[src/rtl/spi_host_pkg.sv]
package spi_host_pkg;

    localparam int DIV_W = 5;

    localparam logic [7:0] OFS_SETUP = 8'h00;
    localparam logic [7:0] OFS_FLAGS = 8'h04;
    localparam logic [7:0] OFS_LINE  = 8'h08;
    localparam logic [7:0] OFS_TX    = 8'h0C;
    localparam logic [7:0] OFS_RX    = 8'h10;

    localparam int FLAG_BUSY  = 0;
    localparam int FLAG_FULL  = 2;
    localparam int LINE_SEL   = 6;

    localparam logic [7:0] LINE_RESET = 8'h40;

    typedef struct packed {
        logic             cpha;
        logic             cpol;
        logic             pre_hi;
        logic [DIV_W-1:0] div;
    } setup_t;

    typedef struct packed {
        logic cpha;
        logic cpol;
    } mode_t;

    function automatic mode_t mode_of(setup_t s);
        mode_t m;
        m.cpha = s.cpha;
        m.cpol = s.cpol;
        return m;
    endfunction

endpackage

[src/rtl/spi_host_regs.sv]
module spi_host_regs
    import spi_host_pkg::*;
#(
    parameter int AW     = 5,
    parameter int WORD_W = 8
) (
    input  logic              clk,
    input  logic              rst,
    input  logic              wr_en,
    input  logic              rd_en,
    input  logic [AW-1:0]     addr,
    input  logic [31:0]       wdata,
    output logic [31:0]       rdata,
    input  logic              eng_busy,
    input  logic              eng_done,
    input  logic [WORD_W-1:0] eng_rx,
    output setup_t            setup_q,
    output logic              cs_n,
    output logic              start,
    output logic [WORD_W-1:0] tx_q
);

    logic [7:0]        line_q;
    logic [WORD_W-1:0] rx_q;
    logic              rx_full;
    logic              hit_setup, hit_flags, hit_line, hit_tx, hit_rx;
    logic              unused_wdata;

    assign hit_setup = (addr == AW'(OFS_SETUP));
    assign hit_flags = (addr == AW'(OFS_FLAGS));
    assign hit_line  = (addr == AW'(OFS_LINE));
    assign hit_tx    = (addr == AW'(OFS_TX));
    assign hit_rx    = (addr == AW'(OFS_RX));

    assign start = wr_en && hit_tx && !eng_busy;
    assign cs_n  = line_q[LINE_SEL];
    assign unused_wdata = ^wdata[31:8];

    always_ff @(posedge clk) begin
        if (rst) begin
            setup_q <= '0;
            line_q  <= LINE_RESET;
            tx_q    <= '0;
        end else if (wr_en) begin
            if (hit_setup) setup_q <= setup_t'(wdata[7:0]);
            if (hit_line)  line_q  <= wdata[7:0];
            if (start)     tx_q    <= wdata[WORD_W-1:0];
        end
    end

    always_ff @(posedge clk) begin
        if (rst) begin
            rx_q    <= '0;
            rx_full <= 1'b0;
        end else if (eng_done) begin
            rx_q    <= eng_rx;
            rx_full <= 1'b1;
        end else if (rd_en && hit_rx) begin
            rx_full <= 1'b0;
        end else if (wr_en && hit_flags && !wdata[FLAG_FULL]) begin
            rx_full <= 1'b0;
        end
    end

    always_comb begin
        rdata = '0;
        if (hit_setup) begin
            rdata[7:0] = setup_q;
        end else if (hit_flags) begin
            rdata[FLAG_BUSY] = eng_busy;
            rdata[FLAG_FULL] = rx_full;
        end else if (hit_line) begin
            rdata[7:0] = line_q;
        end else if (hit_tx) begin
            rdata[WORD_W-1:0] = tx_q;
        end else if (hit_rx) begin
            rdata[WORD_W-1:0] = rx_q;
        end
    end

endmodule

[src/rtl/spi_host_baud.sv]
module spi_host_baud #(
    parameter int CNT_W = 13
) (
    input  logic             clk,
    input  logic             rst,
    input  logic             start,
    input  logic             run,
    input  logic [CNT_W-1:0] half_per,
    output logic             tick
);

    logic [CNT_W-1:0] cnt;
    logic [CNT_W-1:0] reload_q;

    assign tick = run && (cnt == '0);

    always_ff @(posedge clk) begin
        if (rst) begin
            cnt      <= '0;
            reload_q <= '0;
        end else if (start) begin
            reload_q <= half_per;
            cnt      <= half_per - CNT_W'(1);
        end else if (run) begin
            cnt <= (cnt == '0) ? reload_q - CNT_W'(1) : cnt - CNT_W'(1);
        end
    end

endmodule

[src/rtl/spi_host_engine.sv]
module spi_host_engine
    import spi_host_pkg::*;
#(
    parameter int WORD_W = 8
) (
    input  logic              clk,
    input  logic              rst,
    input  logic              start,
    input  logic              tick,
    input  mode_t             mode_in,
    input  logic [WORD_W-1:0] tx_byte,
    input  logic              miso,
    output logic              busy,
    output logic              done,
    output logic [WORD_W-1:0] rx_byte,
    output logic              sck_q,
    output logic              mosi
);

    localparam int EDGES = 2 * WORD_W;
    localparam int EW    = $clog2(EDGES);

    typedef enum logic {ENG_IDLE, ENG_SHIFT} eng_state_t;

    eng_state_t        state;
    mode_t             mode_q;
    logic [EW-1:0]     edge_cnt;
    logic [WORD_W-1:0] sh;
    logic              samp;
    logic              leading, last;

    assign busy    = (state == ENG_SHIFT);
    assign leading = ~edge_cnt[0];
    assign last    = (edge_cnt == EW'(EDGES - 1));
    assign rx_byte = sh;

    always_ff @(posedge clk) begin
        if (rst) begin
            state    <= ENG_IDLE;
            mode_q   <= '0;
            edge_cnt <= '0;
            sh       <= '0;
            samp     <= 1'b0;
            sck_q    <= 1'b0;
            mosi     <= 1'b0;
            done     <= 1'b0;
        end else begin
            done <= 1'b0;
            if (start) begin
                state    <= ENG_SHIFT;
                mode_q   <= mode_in;
                edge_cnt <= '0;
                sh       <= tx_byte;
                sck_q    <= mode_in.cpol;
                if (!mode_in.cpha) mosi <= tx_byte[WORD_W-1];
            end else if (busy && tick) begin
                sck_q    <= ~sck_q;
                edge_cnt <= edge_cnt + EW'(1);
                if (leading) begin
                    if (!mode_q.cpha) samp <= miso;
                    else              mosi <= sh[WORD_W-1];
                end else begin
                    if (!mode_q.cpha) begin
                        sh <= {sh[WORD_W-2:0], samp};
                        if (!last) mosi <= sh[WORD_W-2];
                    end else begin
                        sh <= {sh[WORD_W-2:0], miso};
                    end
                end
                if (last) begin
                    state <= ENG_IDLE;
                    done  <= 1'b1;
                end
            end
        end
    end

endmodule

[src/rtl/spi_host_ctrl.sv]
module spi_host_ctrl
    import spi_host_pkg::*;
#(
    parameter int AW     = 5,
    parameter int WORD_W = 8,
    parameter int PRE_LO = 16,
    parameter int PRE_HI = 128
) (
    input  logic          clk,
    input  logic          rst,
    input  logic          bus_wr,
    input  logic          bus_rd,
    input  logic [AW-1:0] bus_addr,
    input  logic [31:0]   bus_wdata,
    output logic [31:0]   bus_rdata,
    output logic          spi_sck,
    output logic          spi_mosi,
    input  logic          spi_miso,
    output logic          spi_cs_n
);

    localparam int MAX_HP = ((PRE_HI > PRE_LO) ? PRE_HI : PRE_LO) * (2 ** DIV_W);
    localparam int CNT_W  = $clog2(MAX_HP + 1);

    setup_t            setup_q;
    logic              start, tick;
    logic              eng_busy, eng_done, sck_q;
    logic [WORD_W-1:0] tx_q, eng_rx;
    logic [CNT_W-1:0]  pre_sel, div_plus, half_per;

    assign pre_sel  = setup_q.pre_hi ? CNT_W'(PRE_HI) : CNT_W'(PRE_LO);
    assign div_plus = CNT_W'(setup_q.div) + CNT_W'(1);
    assign half_per = pre_sel * div_plus;

    assign spi_sck = eng_busy ? sck_q : setup_q.cpol;

    spi_host_regs #(.AW(AW), .WORD_W(WORD_W)) u_regs (
        .clk      (clk),
        .rst      (rst),
        .wr_en    (bus_wr),
        .rd_en    (bus_rd),
        .addr     (bus_addr),
        .wdata    (bus_wdata),
        .rdata    (bus_rdata),
        .eng_busy (eng_busy),
        .eng_done (eng_done),
        .eng_rx   (eng_rx),
        .setup_q  (setup_q),
        .cs_n     (spi_cs_n),
        .start    (start),
        .tx_q     (tx_q)
    );

    spi_host_baud #(.CNT_W(CNT_W)) u_baud (
        .clk      (clk),
        .rst      (rst),
        .start    (start),
        .run      (eng_busy),
        .half_per (half_per),
        .tick     (tick)
    );

    spi_host_engine #(.WORD_W(WORD_W)) u_eng (
        .clk     (clk),
        .rst     (rst),
        .start   (start),
        .tick    (tick),
        .mode_in (mode_of(setup_q)),
        .tx_byte (bus_wdata[WORD_W-1:0]),
        .miso    (spi_miso),
        .busy    (eng_busy),
        .done    (eng_done),
        .rx_byte (eng_rx),
        .sck_q   (sck_q),
        .mosi    (spi_mosi)
    );

endmodule

[config.mk]
export PLATFORM = sky130hd
export DESIGN_NAME = spi_host_ctrl
export DESIGN_NICKNAME = d
export VERILOG_FILES = /design/src/rtl/spi_host_pkg.sv /design/src/rtl/spi_host_regs.sv /design/src/rtl/spi_host_baud.sv /design/src/rtl/spi_host_engine.sv /design/src/rtl/spi_host_ctrl.sv
export SDC_FILE = /design/constraint.sdc
export NUM_CORES = 1
export LEC_CHECK = 0
export BUFFER_PORTS_ARGS = -buffer_cell sky130_fd_sc_hd__buf_2
export CELL_PAD_IN_SITES_DETAIL_PLACEMENT = 0
export CELL_PAD_IN_SITES_GLOBAL_PLACEMENT = 1
export CORE_MARGIN = 2
export CORE_UTILIZATION = 48
export CTS_BUF_LIST = sky130_fd_sc_hd__clkbuf_4
export CTS_CLUSTER_SIZE = 24
export DETAILED_ROUTE_END_ITERATION = 16
export HOLD_SLACK_MARGIN = 0.08
export PLACE_DENSITY = 0.95
export SYNTH_ARGS = -nofsm -noshare
export SYNTH_HDL_FRONTEND = slang
export SYNTH_HIERARCHICAL = 1
export SYNTH_SLANG_ARGS = --single-unit
[constraint.sdc]
create_clock -name clk -period 6.4 [get_ports clk]
set_clock_uncertainty 0.2 [all_clocks]
set_input_delay 1.6 -clock clk [delete_from_list [all_inputs] [get_ports clk]]
set_output_delay 1.6 -clock clk [all_outputs]
set_load 0.02 [all_outputs]
==> PnR_summary.wiki, run 1 <==
{| class="wikitable"
! Metric !! Value
|-
| Final WL || between 10000 and 15000 um
|-
| Root Driver || sky130_fd_sc_hd__clkbuf_4
|-
| Growth of design area from synthesis to finish || 5.57%
|-
| Measured slew at the worst slew-check pin || around 0.89 ns
|-
| Antenna violations before repair || 0
|-
| Count of clock tree sinks || between 70 and 80
|-
| Biggest area consumer among synthesized cells || sky130_fd_sc_hd__dfxtp_1
|-
| Post-layout instance area || around 4900 um^2
|-
| Synthesis Warnings || 6
|-
| Global-route wire length before repair || 18000 um
|-
| Worst path max stage delay || 0.54 ns
|-
| Routed len/inst || between 15 and 20 um
|-
| Unique cell type count in the Yosys netlist || between 70 and 80
|-
| Cell with the most instances on the worst path || sky130_fd_sc_hd__buf_2
|-
| Final setup vio count || 0
|-
| Largest net degree at the start of global routing || 79
|-
| Global routing usage summed across all routing layers || between 20 and 25%
|-
| CP Data Required Time || 4.60 ns
|-
| Synth async-reset ratio || 0%
|-
| Maximum clock frequency || 198 MHz
|-
| Critical path capture point type || primary output
|-
| CP cell instances || buf_2 > or3_1 > nor3_2 > a22o_1 > buf_2
|-
| Overall die height || ~100 um
|-
| Worst-path maximum fanout || 15
|-
| Post_cts resized || 0
|-
| Number of storage elements in the synthesis netlist || 77
|-
| Standard cell core area || a little over 9000 um^2
|-
| Worst Hold Class || flip-flop to flip-flop
|-
| Cells taking the most area after synthesis || sky130_fd_sc_hd__dfxtp_1 (33%), sky130_fd_sc_hd__mux2i_1 (11%), sky130_fd_sc_hd__nor2_1 (6.3%)
|-
| Final estimated routing congestion in global placement || about 0.95
|-
| Maxcap violations || 0
|-
| Peak VDD IR || 0.000106 V
|-
| Storage cell area || 1540 um^2
|-
| DRC marker count from the first detailed-route iteration || around 310
|-
| Commonest cells in the synthesized netlist || sky130_fd_sc_hd__nor2_1 (78), sky130_fd_sc_hd__dfxtp_1 (77), sky130_fd_sc_hd__mux2i_1 (49)
|-
| Leakage dissipation || 1.99 nW
|-
| Sum of negative setup slack || 0 ns
|-
| Synth top area share || around 33%
|-
| Hpwl dp || ~7500 um
|-
| Number of endpoints with negative hold slack in the final report || 0
|-
| Internal power component || 0.648 mW
|-
| P_sw || approximately 0.28 mW
|-
| H-tree level count || 3
|-
| TritonCTS buffer count || 9
|-
| Number of filler cells placed in the layout || between 800 and 900
|-
| Standard cell area after detailed placement || approximately 4800 um^2
|-
| 1st-pass router iterations || 5
|-
| Final Max Slew Viols || 0
|-
| Bufs on Longest Clock Path || 2
|-
| Number of instances in the synthesized netlist || about 530
|-
| Arrival time reported for the critical path endpoint || ~3.2 ns
|-
| Sequential cell area fraction in the yosys report || 33.2%
|-
| Vias in the first global route || between 3000 and 4000
|-
| Headroom to the max-slew limit || 40.0%
|-
| Via/cell ratio || around 5.6
|-
| Drc violations || 0
|-
| Clk_lat worst skew || 0.42 ns
|-
| Setup Crit Path Kind || input port to primary output
|-
| Sequential power share || between 50% and 60%
|-
| Final worst path period need || about 5 ns
|-
| Antenna cells || 0
|-
| Part of the total power dissipated in the clock network || ~33%
|-
| Starting density of the core || roughly half
|-
| Clock tree from TritonCTS || built
|-
| Residual antenna-violating net count after detailed routing || 0
|-
| Number of enable-type register cells in the synthesized netlist || 0
|-
| Total number of vias || ~3800
|-
| Remaining global-route overflow || 0
|-
| Critical path launch point type || input port
|-
| Sum of internal, switching and leakage power || between 0.9 and 1 mW
|-
| Die extent in x || 102 um
|-
| Number of cells traversed by the worst hold path || 2
|-
| Share of the clock period used by the worst path after layout || 78.8%
|-
| Area of the multi-input gates || between 2000 and 3000 um^2
|-
| Comb power frac || between 10 and 15%
|-
| Worst Reg-to-Reg Cells || 13
|-
| Power density of the placed cells || 189 nW/um^2
|-
| Number of buffers inserted for hold repair after clock tree synthesis || 0
|-
| Mapped Avg Cell Area || about 8.8 um^2
|-
| Critical Path Slowest Stage Cell || sky130_fd_sc_hd__nor3_2
|-
| Number of setup buffers added after CTS || 0
|-
| Clock input transition at the sequential cells of the worst setup and hold paths || roughly 0.13 ns
|-
| Row cnt || 35
|-
| Die area || around 10000 um^2
|-
| Primary flip-flop cell chosen by synthesis mapping || sky130_fd_sc_hd__dfxtp_1
|-
| Count of port buffers added during placement || 28
|-
| Synthesized area || ~4600 um^2
|-
| Final Net Count || 604
|-
| Switching share of total power || between 30% and 40%
|-
| Most common cell in the netlist || sky130_fd_sc_hd__nor2_1
|-
| Result of the run || finished, final reports clean
|-
| Number of I/O pins || 77
|-
| Setup repair after global routing missed its margin || false
|-
| Share of cells above drive strength 1 || between 15 and 20%
|}
placed cells by master, fill, tap and decap left out, drive strengths merged, types with 9 or more instances in the layout:
master | netlist | layout
ha | 11 | 11
xor2 | 9 | 9
nor2 | 79 | 79
nand2 | 31 | 31
a211oi | 19 | 19
clkbuf | 18 | 9
dfxtp | 77 | 77
inv | 9 | 11
a21oi | 19 | 19
nand3 | 12 | 12
nor3 | 18 | 18
mux2i | 49 | 49
buf | 38 | 33
conb | 2 | 36
xnor2 | 9 | 9
o21ai | 24 | 24
flip-flops by register name, summed over array words and instances (netlist names):
register and flops:
u_baud/cnt 13, u_baud/reload_q 13, u_eng/busy 1, u_eng/done 1, u_eng/edge_cnt 4, u_eng/mode_q 1, u_eng/mosi 1, u_eng/rx_byte 8
u_eng/samp 1, u_eng/sck_q 1, u_regs/line_q 8, u_regs/rx_full 1, u_regs/rx_q 8, u_regs/setup_q 8, u_regs/tx_q 8
final cells by class:
type | instances | area share, %
sequential | 77 | 31.4
timing repair buffer | 33 | 3.62
clock inverter | 6 | 1.45
inverter | 9 | 0.688
clock buffer | 9 | 1.38
tap | 129 | 3.29
multi-input combinational | 420 | 58.2
power by group through the flow:
| stage | registers [mW] | clock network (mW) | logic (mW) |
|---|---|---|---|
| final | 0.489 | 0.310 | 0.130 |
| after global routing | 0.490 | 0.336 | 0.142 |
| after CTS | 0.489 | 0.314 | 0.128 |
| after detailed placement | 0.500 | 0 | 0.128 |
| after global placement | 0.499 | 0 | 0.126 |
| after floorplan | 0.498 | 0 | 0.115 |
through the flow:
step | setup slack (ns) | util, % | hold WS (ns) | cells
5_1_grt | 1.33 | 52.6 | 0.331 | 683
4_1_cts | 1.42 | 52.6 | 0.275 | 683
3_5_place_dp | 1.41 | 51.1 | 0.258 | 668
3_3_place_gp | 1.44 | 51.1 | 0.250 | 668
6_report | 1.36 | 52.6 | 0.272 | 683
2_1_floorplan | 1.51 | - | 0.236 | 562
worst max-delay path: cells and delay by family:
family	cells	cell delay [ns]
buffers and inverters	2	0.36
and+or+nand+nor	2	1.00
AOI/OAI and AO/OA	1	0.28
worst paths after layout:
path	from	endpoint	slack [ns]
hold reg to reg	u_baud/reload_q[12]$_SDFFE_PP0P_	u_baud/reload_q[12]$_SDFFE_PP0P_	0.27
setup reg to reg	u_regs/setup_q[0]$_SDFFE_PP0P_	u_baud/cnt[12]$_SDFFE_PP0P_	2.56
setup / recovery	bus_addr[2]	bus_rdata[1]	1.36
hold / removal	u_baud/reload_q[12]$_SDFFE_PP0P_	u_baud/reload_q[12]$_SDFFE_PP0P_	0.27
kinds of logic after synthesis:
family	Yosys count	synth area share [%]
xor+xnor	18	3.39
mux	52	11.3
compound gates	113	19.5
fa+ha+maj	12	3.39
flops	77	33.2
buf+inv	65	8.18
simple gates	189	20.9
other cells	2	0.162
metal layers:
layer  vias up  share of wire, %  global-route usage [%]
met5         -                 0                       0
met4         0               1.2                    6.26
met3         9               5.2                    3.08
met2       139                48                    35.8
met1      1814                46                    29.6
li1       1865                 -                       -
Note: power is estimated with default switching activity, not from simulation.
==> inputs of run 2 (changes only) <==
- CORE_UTILIZATION: 48 -> 44
- PLACE_DENSITY: 0.95 -> 0.88
- clock period: 6.4 -> 5.1 ns (I/O delays scaled with it)
==> PnR_summary.wiki, run 2 (synthesis results as in run 1) <==
{| class="wikitable"
! Metric !! Value
|-
| Result of the run || finished, final reports clean
|-
| Maximum clock frequency || about 230 MHz
|-
| Number of setup buffers added after CTS || 0 (unchanged)
|-
| Part of the total power dissipated in the clock network || 35.9% (+2.6 points)
|-
| Power density of the placed cells || 245 nW/um^2 (+29%)
|-
| Hpwl dp || 7490 um (+0.47%)
|-
| Internal power component || 0.864 mW (+33%)
|-
| Number of I/O pins || 77 (unchanged)
|-
| CP cell instances || buf_2 > or3_1 > nor3_2 > a22o_1 > buf_2
|-
| Critical path capture point type || primary output
|-
| Antenna cells || 0 (unchanged)
|-
| Drc violations || 0 (unchanged)
|-
| Biggest registers after layout || u_baud/cnt x13, u_baud/reload_q x13
|-
| Peak VDD IR || 0.000147 V (+39%)
|-
| Final estimated routing congestion in global placement || 0.870 (-8.3%)
|-
| Standard cell core area || 10300 um^2 (+10%)
|-
| Critical Path Slowest Stage Cell || sky130_fd_sc_hd__nor3_2
|-
| Maxcap violations || 0 (unchanged)
|-
| Total number of vias || 3712 (-3.0%)
|-
| Global-route wire length before repair || 17700 um (-1.6%)
|-
| P_sw || 0.349 mW (+24%)
|-
| Overall die height || 107 um (+4.3%)
|-
| Die area || 11400 um^2 (+8.7%)
|-
| Remaining global-route overflow || 0 (unchanged)
|-
| Count of port buffers added during placement || 28 (unchanged)
|-
| Worst Hold Class || flip-flop to flip-flop
|-
| Bufs on Longest Clock Path || 2 (unchanged)
|-
| Post_cts resized || 0 (unchanged)
|-
| Final Max Slew Viols || 0 (unchanged)
|-
| H-tree level count || 3 (unchanged)
|-
| Leading cell type in the layout, fill and taps excluded || sky130_fd_sc_hd__nor2_1
|-
| Switching share of total power || 28.8% (-1.5 points)
|-
| Number of endpoints with negative hold slack in the final report || 0 (unchanged)
|-
| Clock tree from TritonCTS || built
|-
| Count of clock tree sinks || 77 (unchanged)
|-
| Worst path max stage delay || 0.51 ns (-0.03 ns)
|-
| Leakage dissipation || 2.02 nW (+1.3%)
|-
| Global routing usage summed across all routing layers || 19.1% (-2.6 points)
|-
| DRC marker count from the first detailed-route iteration || 113 (-64%)
|-
| Starting density of the core || 45.2% (-4.6 points)
|-
| Final WL || 10400 um (-3.3%)
|-
| Residual antenna-violating net count after detailed routing || 0 (unchanged)
|-
| Setup repair after global routing missed its margin || false
|-
| Cell with the most instances on the worst path || sky130_fd_sc_hd__buf_2
|-
| TritonCTS buffer count || 9 (unchanged)
|-
| Share of cells above drive strength 1 || 16.9% (+0.30 points)
|-
| Final worst path period need || 4.35 ns
|-
| Post-layout instance area || 4960 um^2 (+0.99%)
|-
| CP Data Required Time || 3.62 ns (-0.98 ns)
|-
| Via/cell ratio || 5.36 (-4.3%)
|-
| Final Net Count || 606 (+0.33%)
|-
| Comb power frac || 13.5% (-0.5 points)
|-
| Setup Crit Path Kind || input port to primary output
|-
| Clk_lat worst skew || 0.43 ns (about the same)
|-
| Measured slew at the worst slew-check pin || 0.762 ns (-0.131 ns)
|-
| Sum of internal, switching and leakage power || 1.21 mW (+31%)
|-
| Standard cell area after detailed placement || 4790 um^2 (+0.50%)
|-
| 1st-pass router iterations || 4 (-1)
|-
| Largest net degree at the start of global routing || 41 (-48%)
|-
| Number of buffers inserted for hold repair after clock tree synthesis || 0 (unchanged)
|-
| Row cnt || 37 (+5.7%)
|-
| Vias in the first global route || 3694 (-0.65%)
|-
| Number of filler cells placed in the layout || 1018 (+19%)
|-
| Share of the clock period used by the worst path after layout || a little under nine tenths
|-
| Headroom to the max-slew limit || 49.2% (+9.2 points)
|-
| Sequential power share || 50.6% (-2.1 points)
|-
| Clock input transition at the sequential cells of the worst setup and hold paths || 0.12 ns (about the same)
|-
| Root Driver || sky130_fd_sc_hd__clkbuf_4
|-
| Most frequent cells in the layout || sky130_fd_sc_hd__nor2_1 (78), sky130_fd_sc_hd__dfxtp_1 (77), sky130_fd_sc_hd__mux2i_1 (49)
|-
| Die extent in x || 107 um (+4.3%)
|-
| Growth of design area from synthesis to finish || 6.62%
|-
| Sum of negative setup slack || 0 ns (unchanged)
|-
| Final setup vio count || 0 (unchanged)
|-
| Arrival time reported for the critical path endpoint || 2.88 ns (-0.36 ns)
|-
| Worst-path maximum fanout || 15 (unchanged)
|-
| Critical path launch point type || input port
|-
| Routed len/inst || 15.0 um (-4.6%)
|-
| Antenna violations before repair || 0 (unchanged)
|}
## run 2: cell types whose count changed in the layout (fill, tap and decap cells not counted)
cell and delta:
sky130_fd_sc_hd__buf_4 +2, sky130_fd_sc_hd__inv_8 +1, sky130_fd_sc_hd__bufinv_16 +1, sky130_fd_sc_hd__clkinvlp_4 -1, sky130_fd_sc_hd__inv_6 -1
## run 2: final timing paths
kind,slack [ns],from,depth (start not counted),end
max,0.75,bus_addr[2],5,bus_rdata[7]
min,0.27,u_baud/reload_q[12]$_SDFFE_PP0P_,2,u_baud/reload_q[12]$_SDFFE_PP0P_
max reg2reg,1.23,u_regs/setup_q[0]$_SDFFE_PP0P_,13,u_baud/cnt[11]$_SDFFE_PP0P_
min reg2reg,0.27,u_baud/reload_q[12]$_SDFFE_PP0P_,2,u_baud/reload_q[12]$_SDFFE_PP0P_
## run 2: power by group through the flow
stage | logic (mW) | registers (mW) | clock network [mW]
4_1_cts | 0.162 | 0.614 | 0.447
3_3_place_gp | 0.160 | 0.627 | 0
6_report | 0.163 | 0.614 | 0.436
2_1_floorplan | 0.144 | 0.625 | 0
5_1_grt | 0.179 | 0.615 | 0.469
3_5_place_dp | 0.162 | 0.627 | 0
## run 2: worst max-delay path, delay by kind of cell
family,cells,cell delay (ns)
compound gates,1,0.29
buf+inv,2,0.36
simple gates,2,0.95
## run 2: final cells by class
cell class / count / area (um^2) / area share, %
clock inverters: 6 / 96.3 / 1.94
flip-flops and latches: 77 / 1540 / 31.1
inverters: 9 / 33.8 / 0.682
well taps: 136 / 170 / 3.43
multi-input cells: 420 / 2850 / 57.6
clock buffers: 9 / 67.6 / 1.36
repair buffers: 35 / 193 / 3.89
## run 2: metrics by stage
stage | utilization, % | worst slack (ns) | hold WS, ns | cells
2_1_floorplan | - | 0.537 | 0.236 | 562
3_3_place_gp | 46.6 | 0.733 | 0.252 | 677
3_5_place_dp | 46.6 | 0.679 | 0.261 | 677
4_1_cts | 48.2 | 0.761 | 0.278 | 692
5_1_grt | 48.2 | 0.678 | 0.321 | 692
6_report | 48.2 | 0.746 | 0.275 | 692
## run 2: routing by layer
| metal | wire [um] | track usage [%] | part of all wire (%) |
|---|---|---|---|
| met1 | 4800 | 24.9 | 46 |
| met2 | 5030 | 32.3 | 49 |
| met3 | 425 | 3.53 | 4.1 |
| met4 | 99 | 5.38 | 0.96 |
| met5 | 0 | 0 | 0 |
